==> src/rtl/isa_ctl_pkg.sv <==
package isa_ctl_pkg;

   typedef struct packed {
      logic m;
      logic i;
      logic c;
      logic b;
      logic a;
   } ext_set_t;

   localparam int POS_A = 0;
   localparam int POS_B = 1;
   localparam int POS_C = 2;
   localparam int POS_E = 4;
   localparam int POS_I = 8;
   localparam int POS_M = 12;

   localparam logic [6:0] OPC_OP    = 7'h33;
   localparam logic [6:0] OPC_OPIMM = 7'h13;
   localparam logic [6:0] OPC_AMO   = 7'h2F;
   localparam logic [6:0] OPC_SYS   = 7'h73;

   localparam ext_set_t EXT_RESET = '{m: 1'b1, i: 1'b1, c: 1'b1, b: 1'b1, a: 1'b1};

endpackage

==> src/rtl/isa_csr_reg.sv <==
module isa_csr_reg
   import isa_ctl_pkg::*;
#(
   parameter int                XLEN     = 32,
   parameter int                ADDR_W   = 12,
   parameter logic [ADDR_W-1:0] CSR_ADDR = 12'h301
) (
   input  logic              clk,
   input  logic              rst_n,
   input  logic              wr_en,
   input  logic [ADDR_W-1:0] addr,
   input  logic [XLEN-1:0]   wdata,
   input  logic              pc_odd_half,
   output logic [XLEN-1:0]   rdata,
   output ext_set_t          ext_o,
   output logic              rej_o
);

   ext_set_t ext_q;
   ext_set_t ext_new;
   logic     hit;
   logic     reject;
   logic     rej_q;
   logic     unused_wbits;

   assign hit          = (addr == CSR_ADDR);
   assign unused_wbits = ^wdata;

   always_comb begin
      ext_new.a = wdata[POS_A];
      ext_new.b = wdata[POS_B];
      ext_new.c = wdata[POS_C];
      ext_new.i = wdata[POS_I];
      ext_new.m = wdata[POS_M];
   end

   // a write may not drop compressed mode while sitting on a halfword
   assign reject = wr_en & hit & pc_odd_half & ext_q.c & ~wdata[POS_C];

   always_ff @(posedge clk or negedge rst_n) begin
      if (!rst_n) begin
         ext_q <= EXT_RESET;
         rej_q <= 1'b0;
      end else begin
         rej_q <= reject;
         if (wr_en && hit && !reject) ext_q <= ext_new;
      end
   end

   always_comb begin
      rdata = '0;
      if (hit) begin
         rdata[POS_A] = ext_q.a;
         rdata[POS_B] = ext_q.b;
         rdata[POS_C] = ext_q.c;
         rdata[POS_I] = ext_q.i;
         rdata[POS_M] = ext_q.m;
         rdata[POS_E] = ~ext_q.i;
      end
   end

   assign ext_o = ext_q;
   assign rej_o = rej_q;

   assert_reject_keeps_c_R3: assert property (@(posedge clk) disable iff (!rst_n)
      reject |=> ext_o.c);
   assert_reject_pulse_R3: assert property (@(posedge clk) disable iff (!rst_n)
      reject |=> rej_o);
   assert_foreign_write_R4: assert property (@(posedge clk) disable iff (!rst_n)
      (!(wr_en && hit)) |=> (ext_o == $past(ext_o)));

endmodule

==> src/rtl/isa_insn_gate.sv <==
module isa_insn_gate
   import isa_ctl_pkg::*;
#(
   parameter int ILEN = 32
) (
   input  logic            en_a,
   input  logic            en_b,
   input  logic            en_c,
   input  logic            en_m,
   input  logic [ILEN-1:0] word,
   output logic            len32,
   output logic            illegal
);

   localparam int NB_IMM = 7;
   localparam logic [11:0] B_IMM [NB_IMM] = '{12'h600, 12'h601, 12'h602, 12'h604,
                                              12'h605, 12'h287, 12'h698};
   localparam logic [2:0]  B_F3  [NB_IMM] = '{3'd1, 3'd1, 3'd1, 3'd1, 3'd1, 3'd5, 3'd5};

   logic [6:0]  opc;
   logic [2:0]  f3;
   logic [6:0]  f7;
   logic [11:0] imm;
   logic [4:0]  rs1;
   logic [4:0]  rd;
   logic [NB_IMM-1:0] imm_hit;
   logic need_m32, need_b32, need_a32;
   logic need_m16, need_b16;
   logic b_op;

   assign opc = word[6:0];
   assign rd  = word[11:7];
   assign f3  = word[14:12];
   assign rs1 = word[19:15];
   assign imm = word[31:20];
   assign f7  = word[31:25];

   assign len32 = ~en_c | (word[1:0] == 2'b11);

   for (genvar g = 0; g < NB_IMM; g++) begin : g_bimm
      assign imm_hit[g] = (imm == B_IMM[g]) && (f3 == B_F3[g]);
   end

   always_comb begin
      unique case (f7)
         7'h10:   b_op = (f3 == 3'd2) | (f3 == 3'd4) | (f3 == 3'd6);
         7'h20:   b_op = (f3 == 3'd4) | (f3 == 3'd6) | (f3 == 3'd7);
         7'h30:   b_op = (f3 == 3'd1) | (f3 == 3'd5);
         7'h24:   b_op = (f3 == 3'd1) | (f3 == 3'd5);
         7'h34:   b_op = (f3 == 3'd1);
         7'h14:   b_op = (f3 == 3'd1) | (f3 == 3'd2) | (f3 == 3'd4);
         default: b_op = 1'b0;
      endcase
   end

   assign need_m32 = (opc == OPC_OP) && (f7 == 7'h01);
   assign need_b32 = ((opc == OPC_OP) && b_op) || ((opc == OPC_OPIMM) && (|imm_hit));
   assign need_a32 = (opc == OPC_AMO) ||
                     ((opc == OPC_SYS) && (f3 == 3'd0) && (rs1 == 5'd0) && (rd == 5'd0) &&
                      ((imm == 12'h00D) || (imm == 12'h01D)));

   assign need_m16 = (word[1:0] == 2'b01) && (word[15:10] == 6'b100111) && (word[6:5] == 2'b10);
   assign need_b16 = (word[1:0] == 2'b01) && (word[15:10] == 6'b100111) && (word[6:5] == 2'b11) &&
                     ((word[4:2] == 3'b001) || (word[4:2] == 3'b010) || (word[4:2] == 3'b011));

   assign illegal = len32 ? ((need_m32 & ~en_m) | (need_b32 & ~en_b) | (need_a32 & ~en_a))
                          : ((need_m16 & ~en_m) | (need_b16 & ~en_b));

endmodule

==> src/rtl/isa_fetch_guard.sv <==
module isa_fetch_guard #(
   parameter int XLEN = 32
) (
   input  logic            clk,
   input  logic            rst_n,
   input  logic            valid,
   input  logic [XLEN-1:0] pc,
   input  logic            en_c,
   input  logic            illegal_comb,
   output logic            illegal_o,
   output logic            halt_o,
   output logic [XLEN-1:0] halt_pc_o
);

   logic            misalign;
   logic            halted_q;
   logic            illegal_q;
   logic [XLEN-1:0] halt_pc_q;

   assign misalign = valid & ~en_c & (pc[1:0] != 2'b00);

   always_ff @(posedge clk or negedge rst_n) begin
      if (!rst_n) begin
         halted_q  <= 1'b0;
         illegal_q <= 1'b0;
         halt_pc_q <= '0;
      end else begin
         illegal_q <= valid & ~halted_q & ~misalign & illegal_comb;
         if (misalign && !halted_q) begin
            halted_q  <= 1'b1;
            halt_pc_q <= pc;
         end
      end
   end

   assign illegal_o = illegal_q;
   assign halt_o    = halted_q;
   assign halt_pc_o = halt_pc_q;

   assert_halt_sticky_R5: assert property (@(posedge clk) disable iff (!rst_n)
      halt_o |=> halt_o);
   assert_halt_pc_R5: assert property (@(posedge clk) disable iff (!rst_n)
      (misalign && !halt_o) |=> (halt_pc_o == $past(pc)));
   assert_illegal_after_valid_R11: assert property (@(posedge clk) disable iff (!rst_n)
      illegal_o |-> $past(valid));
   assert_no_illegal_on_halt_R11: assert property (@(posedge clk) disable iff (!rst_n)
      misalign |=> !illegal_o);

endmodule

==> src/rtl/isa_reg_guard.sv <==
module isa_reg_guard #(
   parameter int XLEN   = 32,
   parameter int NREG   = 32,
   parameter int NREG_E = 16,
   parameter int SEL_I  = 17,
   parameter int SEL_E  = 15,
   localparam int IDX_W = $clog2(NREG)
) (
   input  logic             clk,
   input  logic             rst_n,
   input  logic             e_mode,
   input  logic             rd_en,
   input  logic [IDX_W-1:0] rd_idx,
   input  logic             wr_en,
   input  logic [IDX_W-1:0] wr_idx,
   input  logic [XLEN-1:0]  pc,
   input  logic [XLEN-1:0]  sel_val,
   output logic             rd_zero,
   output logic             wr_block,
   output logic             err_o,
   output logic             err_wr_o,
   output logic [IDX_W-1:0] err_idx_o,
   output logic [XLEN-1:0]  err_pc_o,
   output logic [IDX_W-1:0] ecall_idx_o
);

   localparam logic [IDX_W-1:0] LIM   = IDX_W'(NREG_E);
   localparam logic [IDX_W-1:0] IDX_I = IDX_W'(SEL_I);
   localparam logic [IDX_W-1:0] IDX_E = IDX_W'(SEL_E);

   logic             rd_out;
   logic             wr_out;
   logic             err_q;
   logic             err_wr_q;
   logic [IDX_W-1:0] err_idx_q;
   logic [XLEN-1:0]  err_pc_q;

   assign rd_out   = e_mode & (rd_idx >= LIM);
   assign wr_out   = e_mode & (wr_idx >= LIM);
   assign rd_zero  = (rd_idx == '0) | rd_out;
   assign wr_block = wr_out;

   always_ff @(posedge clk or negedge rst_n) begin
      if (!rst_n) begin
         err_q     <= 1'b0;
         err_wr_q  <= 1'b0;
         err_idx_q <= '0;
         err_pc_q  <= '0;
      end else begin
         err_q <= (rd_en & rd_out) | (wr_en & wr_out);
         if (rd_en && rd_out) begin
            err_wr_q  <= 1'b0;
            err_idx_q <= rd_idx;
            err_pc_q  <= pc;
         end else if (wr_en && wr_out) begin
            err_wr_q  <= 1'b1;
            err_idx_q <= wr_idx;
            err_pc_q  <= pc;
         end
      end
   end

   assign err_o     = err_q;
   assign err_wr_o  = err_wr_q;
   assign err_idx_o = err_idx_q;
   assign err_pc_o  = err_pc_q;

   always_comb begin
      if (e_mode)              ecall_idx_o = IDX_E;
      else if (sel_val == '0)  ecall_idx_o = IDX_E;
      else                     ecall_idx_o = IDX_I;
   end

   assert_err_index_high_R9: assert property (@(posedge clk) disable iff (!rst_n)
      err_o |-> (err_idx_o >= LIM));
   assert_no_err_full_mode_R9: assert property (@(posedge clk) disable iff (!rst_n)
      (!e_mode) |=> !err_o);
   assert_ecall_e_mode_R10: assert property (@(posedge clk) disable iff (!rst_n)
      e_mode |-> (ecall_idx_o == IDX_E));

endmodule

==> src/rtl/isa_ctl_unit.sv <==
module isa_ctl_unit
   import isa_ctl_pkg::*;
#(
   parameter int XLEN   = 32,
   parameter int ADDR_W = 12,
   parameter int NREG   = 32,
   parameter int NREG_E = 16,
   localparam int IDX_W = $clog2(NREG)
) (
   input  logic              clk_i,
   input  logic              rst_ni,
   input  logic              csr_wr_en_i,
   input  logic [ADDR_W-1:0] csr_addr_i,
   input  logic [XLEN-1:0]   csr_wdata_i,
   output logic [XLEN-1:0]   csr_rdata_o,
   output logic              csr_wr_rej_o,
   input  logic              inst_valid_i,
   input  logic [XLEN-1:0]   inst_pc_i,
   input  logic [XLEN-1:0]   inst_word_i,
   output logic              inst_len32_o,
   output logic              illegal_o,
   output logic              fetch_halt_o,
   output logic [XLEN-1:0]   halt_pc_o,
   input  logic              rf_rd_en_i,
   input  logic [IDX_W-1:0]  rf_rd_idx_i,
   input  logic              rf_wr_en_i,
   input  logic [IDX_W-1:0]  rf_wr_idx_i,
   output logic              rf_rd_zero_o,
   output logic              rf_wr_block_o,
   output logic              rf_err_o,
   output logic              rf_err_wr_o,
   output logic [IDX_W-1:0]  rf_err_idx_o,
   output logic [XLEN-1:0]   rf_err_pc_o,
   input  logic [XLEN-1:0]   x17_val_i,
   output logic [IDX_W-1:0]  ecall_idx_o
);

   if (XLEN != 32) begin : g_bad_xlen
      $error("isa_ctl_unit: XLEN must be 32");
   end
   if (ADDR_W != 12) begin : g_bad_addr
      $error("isa_ctl_unit: ADDR_W must be 12");
   end
   if (NREG != 32 || NREG_E >= NREG || NREG_E < 1) begin : g_bad_regs
      $error("isa_ctl_unit: register counts out of range");
   end

   ext_set_t ext;
   logic     illegal_comb;

   isa_csr_reg #(.XLEN(XLEN), .ADDR_W(ADDR_W), .CSR_ADDR(12'h301)) u_csr (
      .clk        (clk_i),
      .rst_n      (rst_ni),
      .wr_en      (csr_wr_en_i),
      .addr       (csr_addr_i),
      .wdata      (csr_wdata_i),
      .pc_odd_half(inst_pc_i[1]),
      .rdata      (csr_rdata_o),
      .ext_o      (ext),
      .rej_o      (csr_wr_rej_o)
   );

   isa_insn_gate #(.ILEN(XLEN)) u_gate (
      .en_a   (ext.a),
      .en_b   (ext.b),
      .en_c   (ext.c),
      .en_m   (ext.m),
      .word   (inst_word_i),
      .len32  (inst_len32_o),
      .illegal(illegal_comb)
   );

   isa_fetch_guard #(.XLEN(XLEN)) u_fetch (
      .clk         (clk_i),
      .rst_n       (rst_ni),
      .valid       (inst_valid_i),
      .pc          (inst_pc_i),
      .en_c        (ext.c),
      .illegal_comb(illegal_comb),
      .illegal_o   (illegal_o),
      .halt_o      (fetch_halt_o),
      .halt_pc_o   (halt_pc_o)
   );

   isa_reg_guard #(.XLEN(XLEN), .NREG(NREG), .NREG_E(NREG_E), .SEL_I(17), .SEL_E(15)) u_regs (
      .clk        (clk_i),
      .rst_n      (rst_ni),
      .e_mode     (~ext.i),
      .rd_en      (rf_rd_en_i),
      .rd_idx     (rf_rd_idx_i),
      .wr_en      (rf_wr_en_i),
      .wr_idx     (rf_wr_idx_i),
      .pc         (inst_pc_i),
      .sel_val    (x17_val_i),
      .rd_zero    (rf_rd_zero_o),
      .wr_block   (rf_wr_block_o),
      .err_o      (rf_err_o),
      .err_wr_o   (rf_err_wr_o),
      .err_idx_o  (rf_err_idx_o),
      .err_pc_o   (rf_err_pc_o),
      .ecall_idx_o(ecall_idx_o)
   );

   assert_x0_never_errs_R9: assert property (@(posedge clk_i) disable iff (!rst_ni)
      (rf_wr_en_i && rf_wr_idx_i == '0 && !rf_rd_en_i) |=> !rf_err_o);

endmodule

==> config.mk <==
export PLATFORM = sky130hd
export DESIGN_NAME = isa_ctl_unit
export DESIGN_NICKNAME = d
export VERILOG_FILES = /design/src/rtl/isa_ctl_pkg.sv /design/src/rtl/isa_csr_reg.sv /design/src/rtl/isa_insn_gate.sv /design/src/rtl/isa_fetch_guard.sv /design/src/rtl/isa_reg_guard.sv /design/src/rtl/isa_ctl_unit.sv
export SDC_FILE = /design/constraint.sdc
export NUM_CORES = 1
export LEC_CHECK = 0
export ABC_AREA = 1
export CAP_MARGIN = 25
export CORE_UTILIZATION = 32
export DETAILED_ROUTE_END_ITERATION = 7
export PLACE_DENSITY = 0.84
export RECOVER_POWER = 50
export SKIP_CTS_REPAIR_TIMING = 1
export SLEW_MARGIN = 5
export SYNTH_ARGS = -nofsm -noshare
export SYNTH_HDL_FRONTEND = slang
export SYNTH_SLANG_ARGS = --single-unit
==> constraint.sdc <==
create_clock -name clk_i -period 1.3 [get_ports clk_i]
set_input_delay 0.26 -clock clk_i [delete_from_list [all_inputs] [get_ports clk_i]]
set_output_delay 0.26 -clock clk_i [all_outputs]
set_load 0.02 [all_outputs]
Word-level counts from Yosys, hierarchy flattened

Cells that the tools add are included.

Flip-flop bits (word level): 79
Word-level logic and storage cells: 142
Input bits: 156

Muxes and demuxes: 14
Equal/unequal tests: 35
Bitwise gates (word level): 39
$lt $le $gt $ge: 2
Reduce and logical (&&, ||, !) cells: 39

Operators by type and width:

| cell                                                                    | number |
|---|---|
| 12-bit by 11-bit equality test with 1-bit output, second input constant | 6 |
| 32-bit two-way mux                                                      | 2 |
| 7-bit by 6-bit equality test with 1-bit output, second input constant   | 6 |
| 32-bit zero test                                                        | 1 |
| 12-bit by 10-bit equality test with 1-bit output, second input constant | 2 |
| 1-bit logical AND                                                       | 23 |
| 7-bit by 5-bit equality test with 1-bit output, second input constant   | 3 |
| 5-bit two-way mux                                                       | 4 |
| 1-bit AND                                                               | 18 |
| 5-bit zero test                                                         | 3 |
| 1-bit OR                                                                | 13 |
| 12-bit by 4-bit equality test with 1-bit output, second input constant  | 1 |
| 12-bit by 5-bit equality test with 1-bit output, second input constant  | 1 |
| 3-bit equality test, second input constant                              | 4 |
| 5-bit >= comparator, second input constant                              | 2 |
| 3-bit by 2-bit equality test with 1-bit output, second input constant   | 3 |
| 1-bit NOT                                                               | 8 |
| 7-bit by 1-bit equality test with 1-bit output, second input constant   | 1 |
| 7-bit equality test, second input constant                              | 1 |
| 7-bit OR reduction                                                      | 1 |
| 2-bit equality test, second input constant                              | 3 |
| 3-bit by 1-bit equality test with 1-bit output, second input constant   | 2 |
| 6-bit equality test, second input constant                              | 1 |
| 1-bit two-way mux                                                       | 6 |
| 8 further kinds                                                         | 14 |

Depth between registers and ports, before layout

Word-level depth: 11
Gate-level depth with buffers: 11
Gate-level depth less buffers: 11

Cells and area by module

From an unflattened synthesis, not the netlist that was laid out.

Cells, all modules: 592
Area, all modules: 4319.1 µm²

By module, submodules not included:

| module          | times used | cells each | area an instance (µm²) | sequential area each (µm²) |
|---|---|---|---|---|
| isa_reg_guard   | 1          | 212        | 1731.7                 | 975.9 |
| isa_fetch_guard | 1          | 153        | 1403.8                 | 850.8 |
| isa_csr_reg     | 1          | 93         | 608.1                  | 156.4 |
| isa_insn_gate   | 1          | 133        | 571.8                  | 0.0 |
| isa_ctl_unit    | 1          | 1          | 3.8                    | 0.0 |

Worst setup path after synthesis

OpenSTA, ideal clock, no wires.

Path kind: in2out
Start: in x17_val_i[25]
End: out ecall_idx_o[4]
Setup slack: -505 ps
Cell stages on the path: 4
Data arrival time: 1545 ps
Required time: 1040 ps
Path through: nor4_1 nand4_1 o21ai_0 inv_1

Word-level cells in the longest chain between the ends: 3

Ends and longest elaborated chain:

| what              | line                | source |
|---|---|---|
| from (decl)       | isa_ctl_unit.sv:34  | `input logic [XLEN-1:0] x17_val_i,` |
| 32-bit zero test  | isa_reg_guard.sv:70 | `else if (sel_val == '0) ecall_idx_o = IDX_E;` |
| 5-bit two-way mux | isa_reg_guard.sv:70 |  |
| 5-bit two-way mux | isa_reg_guard.sv:69 | `if (e_mode) ecall_idx_o = IDX_E;` |
| to (decl)         | isa_ctl_unit.sv:35  | `output logic [IDX_W-1:0] ecall_idx_o` |

Every way passes these cells.

Worst setup path in the final report

Start: in x17_val_i[31]
End: out ecall_idx_o[4]

The elaborated chain is that of the path after synthesis.

==> results.sh <==
export IMPL_status="finished with violations"
export IMPL_violations="setup timing"
export IMPL_clk_insertion_delay_late_ns=0.33
export IMPL_ys_warn_count=0
export IMPL_final_common_cell="dlymetal6s2s_1"
export IMPL_overflow=0
export IMPL_yosysSeqAreaShare_pct=49.8
export IMPL_r2r_slack_ns=-0.23
export IMPL_grt_max_degree=65
export IMPL_start_util_pct=33.0
export IMPL_ant_nets=0
export IMPL_tritoncts="built"
export IMPL_rsz0062_at_grt="true"
export IMPL_reg2reg_to="u_regs.err_pc_o[4]$_DFFE_PN0P_"
export IMPL_critPathMaxFanout=4
export IMPL_holdCritPathClass="input pin to flip-flop"
export IMPL_clkTransAtPathRegs_ns=0.06
export IMPL_gp_congestion=0.855
export IMPL_slew_violations=0
export IMPL_max_cap_violations=0
export IMPL_dpl_hpwl_um=8920
export IMPL_via_count=4377
export IMPL_row_count=40
export IMPL_cts_max_level=3
export IMPL_io_buffers=215
export IMPL_track_usage_pct=17.4
export IMPL_dp_cells=906
export IMPL_slew_headroom_pct=54.6
export IMPL_nets=934
export IMPL_dr_pass1_iters=4
export IMPL_clockBufferDepth=2
export IMPL_cp_required_ns=1.04
export IMPL_netlist_area_sq_um=3990
export IMPL_fin_cells=951
export IMPL_ff2ff_path_depth=8
export IMPL_endpoint_kind="output pin"
export IMPL_cp_startpoint="x17_val_i[31]"
export IMPL_numCtsBuffers=9
export IMPL_fin_crit_ns=1.57
export IMPL_die_height_um=114
export IMPL_powerDensity_nw_per_um2=835
export IMPL_layout_common_cells="110 x dlymetal6s2s_1, 74 x dfrtp_1, 67 x clkdlybuf4s50_1, 65 x nand2_1, 61 x inv_1"
export IMPL_syn_avg_cell_area_sq_um=7.86
export IMPL_hold_depth=6
export IMPL_drive_gt1_share_pct=36.4
export IMPL_wl_per_cell_um=16.1
export IMPL_tightest_slew_ns=0.681
export IMPL_grt_pass1_vias=3884
export IMPL_die_w_um=114
export IMPL_vias_per_cell=4.60
export IMPL_hold_viol=0
export IMPL_core_sq_um=12100
export IMPL_setup_ws_ns=-0.269
export IMPL_routed_wirelength_um=15300
export IMPL_drc=0
export IMPL_cts_num_sinks=79
export IMPL_path_class="input pin to output pin"
export IMPL_io_pins=270
export IMPL_synth_seq_cells=79
export IMPL_final_setup_viol_count=84
export IMPL_dieArea_sq_um=12900
export IMPL_syn_instance_count=507
export IMPL_first_iter_violations=174
export IMPL_peakVddDrop_mv=0.551
export IMPL_grt_first_pass_wirelength_um=18000
export IMPL_fin_skew_ns=0.0114
export IMPL_hold_start="inst_word_i[1]"
export IMPL_antenna_found_initial=0
export IMPL_min_to="u_fetch.illegal_o$_DFF_PN0_"
export IMPL_cp_start_kind="input pin"
export IMPL_cp_arrival_ns=1.31
export IMPL_area_growth_pct=106
export IMPL_yosys_cell_types_count=31
export IMPL_placed_area_sq_um=6490
export IMPL_max_clock_freq_mhz=637
export IMPL_cts_root_buf="clkbuf_16"
export IMPL_fin_crit_sh_pct=121
export IMPL_diodes=0
export IMPL_final_area_sq_um=8200
export IMPL_reg2reg_from="u_csr.ext_o[3]$_DFFE_PN1P_"
export IMPL_leakagePower_uw=0.00497
## power by group
part / total (uW) / switching, uW / internal [uW]
Clock: 2420 / 1050 / 1370
Combinational: 1710 / 911 / 797
Sequential: 2720 / 110 / 2610
Total: 6840 / 2070 / 4780
## routing by layer
metal | track usage, % | vias to the layer above | part of all wire, %
li1 | - | 2087 | -
met1 | 20.1 | 2074 | 38
met2 | 31.5 | 185 | 54
met3 | 3.93 | 31 | 4.9
met4 | 6.32 | 0 | 2.5
met5 | 0 | - | 0
## synth_stat cells (all sizes together)
cell | count | share of area (%)
a21oi | 8 | 1.0
and2 | 1 | 0.16
and3 | 1 | 0.16
buf | 42 | 8.0
clkbuf | 1 | 0.094
conb | 2 | 0.19
dfrtp | 74 | 46
dfstp | 5 | 3.3
inv | 78 | 7.4
mux2i | 1 | 0.25
nand2 | 132 | 13
nand3 | 14 | 2.1
nand3b | 1 | 0.19
nand4 | 7 | 1.1
nor2 | 52 | 5.1
nor3 | 3 | 0.50
nor3b | 2 | 0.38
nor4 | 9 | 1.4
o2111ai | 1 | 0.38
o21ai | 72 | 9.0
or2 | 1 | 0.16
## worst max-delay path by stage
stage	depth (start not counted)	endpoint	slack, ns
2_1_floorplan	4	ecall_idx_o[2]	-0.09
3_3_place_gp	5	ecall_idx_o[1]	-1.09
3_5_place_dp	5	ecall_idx_o[2]	-1.07
4_1_cts	5	ecall_idx_o[2]	-1.08
5_1_grt	6	ecall_idx_o[4]	-0.33
6_report	6	ecall_idx_o[4]	-0.27
## sequential cells by signal (all words and copies together) (netlist names), 5 cells and up
register / count
u_regs.err_idx_o: 5
u_fetch.halt_pc_o: 32
u_regs.err_pc_o: 32
u_csr.ext_o: 5
## cell type report
| class | count | area, sq um |
|---|---|---|
| inverter | 78 | 324 |
| fill | 856 | 3860 |
| timing repair inverter | 6 | 129 |
| clock buffer | 10 | 239 |
| sequential | 79 | 1980 |
| clock inverter | 6 | 50.0 |
| multi-input combinational | 332 | 2230 |
| timing repair buffer | 272 | 3030 |
| tap | 168 | 210 |
## worst max-delay path, stage by stage
cell	delay, ns
dlymetal6s2s_1	0.15
nor4_4	0.24
nand4_1	0.20
o21ai_4	0.28
inv_2	0.05
buf_6	0.13
## cells by family (layout without fill, tap and decap cells)
kind of cell	count (synthesis)	after routing	share of synthesized area (%)
compound gates	81	81	10.4
simple gates	223	223	23.9
other cells	2	27	0.188
buf+inv	121	372	15.5
mux	1	1	0.251
flops	79	79	49.8
## metrics by stage
stage | total power (uW) | hold WS (ns) | setup WS, ns | TNS [ns] | util (%)
floorplan | 3360 | -0.0356 | -0.0912 | -0.232 | -
global placement | 4160 | 0.191 | -1.09 | -33.21 | 53.8
detailed placement | 4190 | 0.188 | -1.07 | -36.06 | 53.8
CTS | 6620 | -0.170 | -1.08 | -45.46 | 56.2
global route | 7130 | 0.431 | -0.329 | -14.33 | 68.0
finish | 6840 | 0.404 | -0.269 | -9.87 | 68.0
(Power assumes the default switching activity.)
